--- config.mk ---
export PLATFORM = sky130hd
export DESIGN_NAME = hamming_fix
export DESIGN_NICKNAME = d
export VERILOG_FILES = /design/src/rtl/hamming_fix.sv
export SDC_FILE = /design/constraint.sdc
export NUM_CORES = 1
export LEC_CHECK = 0
export ABC_AREA = 0
export BUFFER_PORTS_ARGS = -buffer_cell sky130_fd_sc_hd__buf_2
export CORE_MARGIN = 5
export CORE_UTILIZATION = 40
export DETAILED_ROUTE_END_ITERATION = 8
export MAX_ROUTING_LAYER = met4
export PLACE_DENSITY_LB_ADDON = 0.2
export RECOVER_POWER = 50
export SYNTH_ARGS = -nofsm -noshare
export SYNTH_HDL_FRONTEND = slang
export SYNTH_SLANG_ARGS = --single-unit
--- constraint.sdc ---
create_clock -name clk -period 1.5 [get_ports clk]
set_input_delay 0.15 -clock clk [delete_from_list [all_inputs] [get_ports clk]]
set_output_delay 0.15 -clock clk [all_outputs]
set_load 0.02 [all_outputs]
--- src/rtl/hamming_fix.sv ---
module hamming_fix #(
  parameter int CW = 24,
  parameter int BW = 9,
  parameter int KW = 3
) (
  input  logic          clk,
  input  logic          rst_n,
  input  logic          chk_valid,
  input  logic          ign_blank,
  input  logic [CW-1:0] stored_code,
  input  logic [CW-1:0] calc_code,
  output logic [1:0]    status,
  output logic          done,
  output logic [BW-1:0] err_byte,
  output logic [KW-1:0] err_bit,
  input  logic [BW-1:0] fix_idx,
  input  logic [7:0]    fix_din,
  output logic [7:0]    fix_dout
);
  localparam logic [1:0] ST_OK   = 2'b00;
  localparam logic [1:0] ST_FIX  = 2'b01;
  localparam logic [1:0] ST_CODE = 2'b10;
  localparam logic [1:0] ST_BAD  = 2'b11;

  logic [CW-1:0] syn;
  logic [7:0]    d0, d1, d2;
  logic          pairs_ok, one_hot, blank;
  logic [1:0]    cls;
  logic [BW-1:0] loc_byte;
  logic [KW-1:0] loc_bit;

  assign syn = stored_code ^ calc_code;
  assign d0  = syn[7:0];
  assign d1  = syn[15:8];
  assign d2  = syn[23:16];

  assign pairs_ok = (((d0 ^ (d0 >> 1)) & 8'h55) == 8'h55) &&
                    (((d1 ^ (d1 >> 1)) & 8'h55) == 8'h55) &&
                    (((d2 ^ (d2 >> 1)) & 8'h55) == 8'h55);
  assign one_hot  = (syn != '0) && ((syn & (syn - 1'b1)) == '0);
  assign blank    = ign_blank && (stored_code == {CW{1'b1}});

  assign loc_bit  = {d2[7], d2[5], d2[3]};
  assign loc_byte = {d2[1], d1[7], d1[5], d1[3], d1[1], d0[7], d0[5], d0[3], d0[1]};

  always_comb begin
    if (syn == '0)     cls = ST_OK;
    else if (blank)    cls = ST_OK;
    else if (pairs_ok) cls = ST_FIX;
    else if (one_hot)  cls = ST_CODE;
    else               cls = ST_BAD;
  end

  always_ff @(posedge clk or negedge rst_n) begin
    if (!rst_n) begin
      status   <= ST_OK;
      done     <= 1'b0;
      err_byte <= '0;
      err_bit  <= '0;
    end else begin
      done <= chk_valid;
      if (chk_valid) begin
        status   <= cls;
        err_byte <= (cls == ST_FIX) ? loc_byte : '0;
        err_bit  <= (cls == ST_FIX) ? loc_bit  : '0;
      end
    end
  end

  assign fix_dout = ((status == ST_FIX) && (fix_idx == err_byte)) ?
                    (fix_din ^ (8'h01 << err_bit)) : fix_din;
endmodule


==> flow_metrics.env, run 1 <==
export IMPL_synth_flop_cell="dfrtp_1"
export IMPL_yosys_warnings=0
export IMPL_clock_path_buffers=2
export IMPL_cp_start_kind="register"
export IMPL_crit_arrival_ps=2060
export IMPL_wire_per_inst_um=17.88
export IMPL_synth_top_area_frac=0.2107
export IMPL_ys_types=43
export IMPL_drive_gt1_frac=0.6641
export IMPL_grt_max_degree=16
export IMPL_setup_tns_ps=-10020
export IMPL_cp_max_fo=4
export IMPL_fp_dieH_um=76.74
export IMPL_port_buffers=91
export IMPL_vias=2498
export IMPL_grt_use_total=0.2408
export IMPL_gp_congestion=1.028
export IMPL_hp_class="input pin to register"
export IMPL_finalSetupViolations=22
export IMPL_design_area_mm2=0.003845
export IMPL_power_leakage_nw=1.796
export IMPL_slew_headroom=0.2670
export IMPL_worstMarginPinSlew_ps=1100
export IMPL_skew_ps=0
export IMPL_clk_insertion_delay_late_ps=250
export IMPL_final_cells=448
export IMPL_drtPass1Iterations=4
export IMPL_hold_viol=0
export IMPL_fin_nets=482
export IMPL_synthArstFlopShare=1.000
export IMPL_synth_area_leaders="dfrtp_1 (21%), xor2_1 (12%), ha_1 (11%)"
export IMPL_worst_r2r_cell_count=7
export IMPL_max_freq_mhz=453.3
export IMPL_syn_inst=218
export IMPL_critical_path_slowest_cell="dfrtp_2"
export IMPL_period_share=1.471
export IMPL_regToRegStartpoint="status[0]$_DFFE_PN0P_"
export IMPL_cp_cell_sequence="xor2_1 -> nor4_1 -> and4_2 -> and3_4 -> nand3_4 -> xnor2_4 -> buf_6"
export IMPL_startpoint="err_byte[7]$_DFFE_PN0P_"
export IMPL_reg2reg_to="status[0]$_DFFE_PN0P_"
export IMPL_cts_buffers=3
export IMPL_fin_crit_ps=2206
export IMPL_yosys_area_top_type="dfrtp_1"
export IMPL_synth_nets=303
export IMPL_maxSlewViolCount=0
export IMPL_routed_wl_um=8012
export IMPL_die_w_um=76.74
export IMPL_avgViaCountPerCell=5.576
export IMPL_drc=0
export IMPL_irDropWorstVdd_mv=0.2947
export IMPL_failed_checks="negative setup slack"
export IMPL_grt_pass1_wl_um=11470
export IMPL_outcome="complete, but fails checks"
export IMPL_clk_pin_slew_ps=60
export IMPL_n_antenna_cell=0
export IMPL_drt_iter0_drc=161
export IMPL_root_buffer="clkbuf_8"
export IMPL_ys_seq_area_frac=0.2107
export IMPL_final_util=0.8892
export IMPL_slowest_delay_ps=410
export IMPL_ant_nets=0
export IMPL_powerDensity_mw_per_mm2=487.8
export IMPL_start_util=0.4120
export IMPL_cts_sinks=15
export IMPL_r2r_slack_ps=-180
export IMPL_synth_edf_count=0
export IMPL_crit_path_end_kind="output pin"
export IMPL_dp_hpwl_um=5737
export IMPL_dpl_cell_area_mm2=0.003192
export IMPL_core_area_mm2=0.004324
export IMPL_place_inst=433
export IMPL_synthToLayoutAreaGrowth_pct=115.8
export IMPL_critPathKind="register to output pin"
export IMPL_worstSetupEndpoint="fix_dout[0]"
export IMPL_setup_ws_ps=-705.9
export IMPL_rows=24
export IMPL_grt_overflow=0
export IMPL_cts_max_level=1
export IMPL_num_io_pins=92
export IMPL_netlist_area_mm2=0.001782
export IMPL_synth_seq_cells=15
export IMPL_cp_required_ps=1350
export IMPL_holdWs_ps=354.3
export IMPL_syn_area_per_cell_um2=8.173
export IMPL_dieArea_mm2=0.005889
export IMPL_cap_violations=0
export IMPL_tritoncts="done"
export IMPL_grt_pass1_vias=2495
export IMPL_rsz0062_at_grt="yes"
export IMPL_antenna_found_initial=0
[cells in the mapped netlist (3+ instances only)]
master	count
xor2_1	24
o21ai_0	3
a31oi_1	4
nand2_1	11
a21oi_1	4
dfrtp_1	15
nor3_1	12
a22oi_1	3
nand3_1	10
nor4_1	6
nor2_1	4
o22ai_1	14
xnor2_1	16
o31ai_1	3
inv_1	28
ha_1	16
nand4_1	11
[logic make-up after synthesis]
group / synth area share
adders and majority gates: 0.1124
AOI/OAI and AO/OA: 0.1938
xor gates and xnor gates: 0.2058
and+or+nand+nor: 0.2100
DFF: 0.2107
buffers and inverters: 0.06741
[through the flow]
step / power, mW / worst slack [ps]
floorplan: 0.8147 / -362.8
global placement: 1.311 / -666.3
detailed placement: 1.313 / -732.8
CTS: 1.696 / -702.1
global route: 1.979 / -808.3
finish: 1.875 / -705.9
[how the worst min path moves through the flow]
stage	slack (ps)	startpoint	depth (start not counted)	to
after floorplan	-150	rst_n	0	done$_DFF_PN0_
after global placement	60	rst_n	1	err_byte[1]$_DFFE_PN0P_
after detailed placement	70	rst_n	1	err_byte[3]$_DFFE_PN0P_
after CTS	280	chk_valid	2	done$_DFF_PN0_
after global routing	390	calc_code[23]	4	err_bit[2]$_DFFE_PN0P_
final	350	calc_code[23]	4	err_bit[2]$_DFFE_PN0P_
[layout by cell type, fill, tap and decap left out, types with 7 or more instances in the layout]
cell,n
dfrtp_1,13
o22ai_2,12
ha_4,10
nand4_1,11
nand2_1,10
buf_4,80
inv_1,22
buf_2,70
buf_6,19
xnor2_2,7
xor2_1,9
xnor2_4,8
xor2_2,13
[per-layer routing]
metal,vias up,GRT usage,wire [um]
li1,1154,-,-
met1,1190,0.2788,2897
met2,134,0.4346,4324
met3,20,0.01756,580
met4,0,0.08392,209
met5,-,-,0
[timing repair]
action | 4_1_cts | 5_1_grt
setup endpoints to repair | 22 | 22
pin swaps | 15 | 32
hold buffers | 1 | 0
setup buffers | 1 | 9
gates cloned | 1 | 0
resized for setup | 44 | 56
hold endpoints to repair | 15 | 0
[power by group]
| part | internal [mW] | leakage [nW] | total, mW | switching [mW] |
|---|---|---|---|---|
| Sequential | 0.410 | 0.198 | 0.413 | 0.00338 |
| Combinational | 0.590 | 1.58 | 1.14 | 0.547 |
| Clock | 0.188 | 0.0228 | 0.325 | 0.137 |
[area by class of cell]
type | instances | area (um^2)
timing repair buffer | 175 | 1227
inverter | 28 | 105.1
multi-input combinational | 174 | 2024
fill | 213 | 479.2
clock buffer | 4 | 45.04
sequential | 15 | 377.9
tap | 52 | 65.06
[sequential cells by signal, indices dropped and copies added (netlist names)]
register,cells
done,1
err_bit,3
err_byte,9
status,2
[worst max-delay path: cells and delay by family, from the launching register on]
| family | cells | cell delay, ps |
|---|---|---|
| and+or+nand+nor | 4 | 960 |
| xor gates and xnor gates | 2 | 310 |
| DFF | 1 | 410 |
| buffers and inverters | 1 | 140 |
No activity file was read; power rests on OpenSTA's default activity.
==> inputs of run 2 (changes only) <==
- PLACE_DENSITY: unset -> 0.84
- PLACE_DENSITY_LB_ADDON: 0.2 -> unset
- SETUP_SLACK_MARGIN: unset -> 0.2
==> run 2 against run 1 <==
  * Clock-buffer cell count stayed put
  * Cell count up 0.67%
  * The flow still finishes with violations (negative setup slack)
  * First-iteration DRC count shrank 17%
  * Routed wire length increased by 6.1%
  * Maximum frequency decreased by 2.1%
  * Combinational power decreased by 4%
  * Non-clock buffer count rose by 3
  * Sequential cell count is the same
  * Sequential power about the same
==> flow_metrics.env, run 2 (same netlist as run 1, synthesis figures left out) <==
export IMPL_outcome="complete, but fails checks"
export IMPL_failed_checks="negative setup slack"
export IMPL_p_int_mw=1.166
export IMPL_wire_per_inst_um=18.85
export IMPL_multi_input_area_mm2=0.001872
export IMPL_max_freq_mhz=443.9
export IMPL_dp_hpwl_um=6057
export IMPL_p_comb_frac=0.599
export IMPL_reg_top3="err_byte (9), err_bit (3), status (2)"
export IMPL_seq_area_um2=377.9
export IMPL_port_buffers=91
export IMPL_finalPower_mw=1.816
export IMPL_cp_top_family="simple AND/OR/NAND/NOR gates"
export IMPL_min_from="stored_code[9]"
export IMPL_cp_max_fo=4
export IMPL_final_util=0.8617
export IMPL_fin_crit_ps=2253
export IMPL_maxSlewViolCount=0
export IMPL_final_cell_mix="buf_4 (84), buf_2 (67), inv_1 (25)"
export IMPL_top_register="err_byte"
export IMPL_grt_pass1_vias=2654
export IMPL_tritoncts="done"
export IMPL_swShare=0.3576
export IMPL_final_cells=451
export IMPL_vias=2570
export IMPL_grt_use_total=0.2663
export IMPL_fp_dieH_um=76.74
export IMPL_largest_reg_flops=9
export IMPL_gp_congestion=0.9505
export IMPL_slew_headroom=0.3720
export IMPL_dpl_worst_slack_ps=-661.1
export IMPL_antenna_found_initial=0
export IMPL_die_w_um=76.74
export IMPL_reg2reg_to="status[0]$_DFFE_PN0P_"
export IMPL_hold_viol=0
export IMPL_dpl_cell_area_mm2=0.003207
export IMPL_p_sw_uw=649.2
export IMPL_drc=0
export IMPL_worst_r2r_cell_count=7
export IMPL_cp_cell_sequence="xor2_1 -> nor4_1 -> and4_2 -> and3_4 -> nand3_4 -> xnor2_4 -> buf_6"
export IMPL_power_leakage_nw=1.781
export IMPL_holdWs_ps=371.1
export IMPL_p_seq_frac=0.229
export IMPL_fin_nets=485
export IMPL_cp_start_kind="register"
export IMPL_rsz0062_at_grt="yes"
export IMPL_setup_ws_ps=-752.8
export IMPL_worst_path_buf_inv=1
export IMPL_clk_pin_slew_ps=60
export IMPL_r2r_slack_ps=-210
export IMPL_regToRegStartpoint="status[0]$_DFFE_PN0P_"
export IMPL_crit_path_end_kind="output pin"
export IMPL_drt_iter0_drc=134
export IMPL_avgViaCountPerCell=5.698
export IMPL_cap_violations=0
export IMPL_drtPass1Iterations=5
export IMPL_dieArea_mm2=0.005889
export IMPL_grt_max_degree=16
export IMPL_clock_path_buffers=2
export IMPL_place_inst=435
export IMPL_synthToLayoutAreaGrowth_pct=109.1
export IMPL_n_antenna_cell=0
export IMPL_start_util=0.4120
export IMPL_routed_wl_um=8502
export IMPL_design_area_mm2=0.003726
export IMPL_crit_arrival_ps=2100
export IMPL_grt_pass1_wl_um=12710
export IMPL_cts_buffers=3
export IMPL_root_buffer="clkbuf_8"
export IMPL_critical_path_slowest_cell="dfrtp_1"
export IMPL_final_fill_count=230
export IMPL_clk_insertion_delay_late_ps=240
export IMPL_rows=24
export IMPL_num_io_pins=92
export IMPL_cp_required_ps=1350
export IMPL_core_area_mm2=0.004324
export IMPL_grt_overflow=0
export IMPL_period_share=1.502
export IMPL_slowest_delay_ps=400
export IMPL_holdPathStages=4
export IMPL_drive_gt1_frac=0.6216
export IMPL_critPathKind="register to output pin"
export IMPL_worstMarginPinSlew_ps=942.0
export IMPL_irDropWorstVdd_mv=0.3475
export IMPL_min_to="err_byte[4]$_DFFE_PN0P_"
export IMPL_finalSetupViolations=22
export IMPL_clkPwrFrac=0.172
export IMPL_cts_sinks=15
export IMPL_powerDensity_mw_per_mm2=487.2
export IMPL_cts_max_level=1
export IMPL_skew_ps=0
export IMPL_ant_nets=0
export IMPL_setup_tns_ps=-8814
export IMPL_mostFrequentLayoutCell="buf_4"
export IMPL_hp_class="input pin to register"
## run 2: cell types whose count changed in the layout (fill, tap and decap cells not counted), sizes merged
cell | before | now
buf | 172 | 175
## run 2: area by class of cell
| type | count | area share |
|---|---|---|
| Timing Repair Buffer | 178 | 0.3385 |
| Sequential cell | 15 | 0.1014 |
| Inverter | 28 | 0.02821 |
| Tap cell | 52 | 0.01746 |
| Clock buffer | 4 | 0.01209 |
| Multi-Input combinational cell | 174 | 0.5024 |
## run 2: repair_timing
item / CTS / global route
endpoints found under the hold margin: 15 / 0
hold buffers: 1 / 0
pin swaps: 21 / 7
gates cloned: 1 / 0
endpoints found under the setup margin: 22 / 22
gates resized for setup: 61 / 21
setup buffers: 7 / 3
## run 2: how the worst max path moves through the flow
stage / startpoint / endpoint / slack [ps] / cells past startpoint
after floorplan: calc_code[15] / status[0]$_DFFE_PN0P_ / -360 / 10
after global placement: calc_code[7] / status[0]$_DFFE_PN0P_ / -620 / 11
after detailed placement: calc_code[7] / status[0]$_DFFE_PN0P_ / -660 / 11
after CTS: err_byte[7]$_DFFE_PN0P_ / fix_dout[4] / -700 / 7
after global routing: err_byte[7]$_DFFE_PN0P_ / fix_dout[2] / -880 / 7
final: err_byte[5]$_DFFE_PN0P_ / fix_dout[4] / -750 / 7
## run 2: per-layer routing
| metal | vias to the layer above | GRT usage | wire length [um] |
|---|---|---|---|
| met5 | - | - | 0 |
| met4 | 0 | 0.08042 | 256 |
| met3 | 30 | 0.02108 | 682 |
| met2 | 155 | 0.4822 | 4464 |
| met1 | 1219 | 0.3108 | 3099 |
| li1 | 1166 | - | - |
## run 2: power by group through the flow
stage                     sequential [mW]  combinational, mW  clock [mW]
after CTS                           0.414               1.02       0.314
after global routing                0.415               1.16       0.341
after global placement              0.421              0.902           0
after detailed placement            0.421              0.911           0
after floorplan                     0.427              0.388           0
final                               0.415               1.09       0.313
## run 2: worst min-delay path, cell delays in order
cell     delay (ps)
buf_2           110
xnor2_2         130
buf_4           130
o22ai_2          50
==> inputs of run 3 (changes only) <==
- ABC_AREA: 0 -> 1
- PLACE_DENSITY: 0.84 -> 0.78
==> run 3 against run 2 <==
  * The run still ends with negative setup slack left
  * Global-route usage fell by 4.3 points
  * Synthesized area rose by 50%
  * Register-to-register slack improved by 890 ps
  * Maximum frequency rose by 9.1%
  * Core utilization fell by 8.4 points
  * Worst setup slack improved by 190 ps
  * Largest power group unchanged
==> flow_metrics.env, run 3 <==
export IMPL_outcome="complete, but fails checks"
export IMPL_failed_checks="negative setup slack"
export IMPL_synth_area_leaders="nand2_1 (27%), dfrtp_1 (14%), inv_1 (10%)"
export IMPL_cts_max_level=1
export IMPL_ys_seq_area_frac=0.1405
export IMPL_synth_nets=577
export IMPL_finalSetupViolations=10
export IMPL_power_leakage_nw=2.568
export IMPL_holdPathStages=1
export IMPL_syn_inst=492
export IMPL_top_register="err_byte"
export IMPL_yosysMostFrequentCell="nand2_1"
export IMPL_setup_tns_ps=-4167
export IMPL_drt_iter0_drc=190
export IMPL_cts_buffers=3
export IMPL_wire_per_inst_um=13.37
export IMPL_synthArstFlopShare=1.000
export IMPL_grt_pass1_wl_um=15520
export IMPL_rows=29
export IMPL_maxSlewViolCount=0
export IMPL_worst_r2r_cell_count=2
export IMPL_yosys_warnings=0
export IMPL_num_io_pins=92
export IMPL_synth_top_area_frac=0.2726
export IMPL_grt_max_degree=17
export IMPL_rsz0062_at_grt="yes"
export IMPL_hp_class="input pin to register"
export IMPL_synth_seq_cells=15
export IMPL_netlist_top_cells_count="nand2_1 (194), inv_1 (74), nor2_1 (42)"
export IMPL_skew_ps=0
export IMPL_netlist_area_mm2=0.002671
export IMPL_worstMarginPinSlew_ps=788.9
export IMPL_dp_hpwl_um=7651
export IMPL_drive_gt1_frac=0.5556
export IMPL_fp_dieH_um=91.72
export IMPL_gp_congestion=0.9201
export IMPL_dieArea_mm2=0.008413
export IMPL_synth_flop_cell="dfrtp_1"
export IMPL_critPathKind="register to output pin"
export IMPL_clk_pin_slew_ps=60
export IMPL_mostFrequentLayoutCell="nand2_1"
export IMPL_drc=0
export IMPL_cp_required_ps=1350
export IMPL_setup_ws_ps=-565.4
export IMPL_final_fill_count=449
export IMPL_largest_reg_flops=9
export IMPL_core_area_mm2=0.006422
export IMPL_syn_area_per_cell_um2=5.429
export IMPL_crit_arrival_ps=1920
export IMPL_fin_crit_ps=2065
export IMPL_final_cell_mix="nand2_1 (144), buf_4 (95), buf_2 (54)"
export IMPL_synthToLayoutAreaGrowth_pct=86.98
export IMPL_hold_viol=0
export IMPL_place_inst=735
export IMPL_cp_start_kind="register"
export IMPL_grt_pass1_vias=3564
export IMPL_slew_headroom=0.4741
export IMPL_drtPass1Iterations=5
export IMPL_clk_insertion_delay_late_ps=240
export IMPL_final_cells=761
export IMPL_reg_top3="err_byte (9), err_bit (3), status (2)"
export IMPL_tritoncts="done"
export IMPL_clock_path_buffers=2
export IMPL_grt_use_total=0.2236
export IMPL_grt_overflow=0
export IMPL_root_buffer="clkbuf_8"
export IMPL_fin_nets=770
export IMPL_die_w_um=91.72
export IMPL_port_buffers=91
export IMPL_cts_sinks=15
export IMPL_avgViaCountPerCell=5.005
export IMPL_powerDensity_mw_per_mm2=399.3
export IMPL_ys_types=30
export IMPL_antenna_found_initial=0
export IMPL_irDropWorstVdd_mv=0.2201
export IMPL_cp_max_fo=7
export IMPL_vias=3809
export IMPL_yosys_area_top_type="nand2_1"
export IMPL_routed_wl_um=10180
export IMPL_max_freq_mhz=484.2
export IMPL_cap_violations=0
export IMPL_ant_nets=0
export IMPL_period_share=1.377
export IMPL_crit_path_end_kind="output pin"
export IMPL_synth_edf_count=0
export IMPL_start_util=0.4159
export IMPL_n_antenna_cell=0
==> run 3: path summary, 6_finish.rpt <==
path,from,end,slack (ps)
min,chk_valid,done$_DFF_PN0_,120
min reg2reg,status[0]$_DFFE_PN0P_,status[0]$_DFFE_PN0P_,590
max in group asynchronous,rst_n,err_byte[8]$_DFFE_PN0P_,440
max reg2reg,status[1]$_DFFE_PN0P_,status[1]$_DFFE_PN0P_,680
min in group asynchronous,rst_n,err_byte[1]$_DFFE_PN0P_,520
max,err_byte[3]$_DFFE_PN0P_,fix_dout[5],-570
==> run 3: critical path, cell delays in order, from the launching register on <==
cell and delay [ps]:
dfrtp_2 430, inv_2 60, nor2_2 30, nand3b_1 160
nor4_2 230, nand2_1 120, inv_2 130, nand4_1 160
xnor2_2 200, buf_4 160
==> run 3: cell type report <==
class / count / area [um^2] / share of cell area
clock buffer: 4 / 45.04 / 0.009018
inverter: 92 / 405.4 / 0.08116
tap: 77 / 96.34 / 0.01929
multi-input combinational: 383 / 2619 / 0.5243
timing repair buffer: 190 / 1444 / 0.2891
sequential: 15 / 385.4 / 0.07715
==> run 3: logic make-up after synthesis <==
| kind of cell | share of synthesized area |
|---|---|
| AND/OR/NAND/NOR | 0.5644 |
| buffers and inverters | 0.1335 |
| AO/OA/AOI/OAI | 0.04075 |
| adder cells (fa/ha/maj) | 0.07494 |
| flip-flops | 0.1405 |
| XOR/XNOR | 0.04590 |
==> run 3: power breakdown <==
part / switching (mW) / leakage, nW / internal (mW)
sequential: 0.00228 / 0.188 / 0.410
clock: 0.130 / 0.0228 / 0.188
combinational: 0.661 / 2.36 / 0.603
==> run 3: timing repair <==
action,in CTS,in global routing
buffers inserted,9,10
gates resized for setup,103,82
hold buffers,1,0
cloned,1,1
pin swaps,45,49
endpoints found under the setup margin,22,22
hold endpoints to repair,15,0
==> run 3: per-layer routing <==
| layer | vias up | part of all wire | track usage |
|---|---|---|---|
| met5 | - | 0 | - |
| met4 | 0 | 0.034 | 0.06312 |
| met3 | 33 | 0.058 | 0.01882 |
| met2 | 137 | 0.50 | 0.4145 |
| met1 | 1717 | 0.40 | 0.2565 |
| li1 | 1922 | - | - |
==> run 3: metrics by stage <==
stage          setup WS (ps)  cell area (um^2)  utilization  total power, mW  hold WS (ps)
6_report              -565.4              4995       0.7777            1.995         117.5
3_5_place_dp          -294.3              4070       0.6337            1.377         61.23
3_3_place_gp          -263.3              4070       0.6337            1.355         58.61
5_1_grt               -740.8              4995       0.7777            2.116         128.5
4_1_cts               -518.3              4646       0.7234            1.869         57.21
2_1_floorplan         -153.9              2954            -           0.9249        -145.6
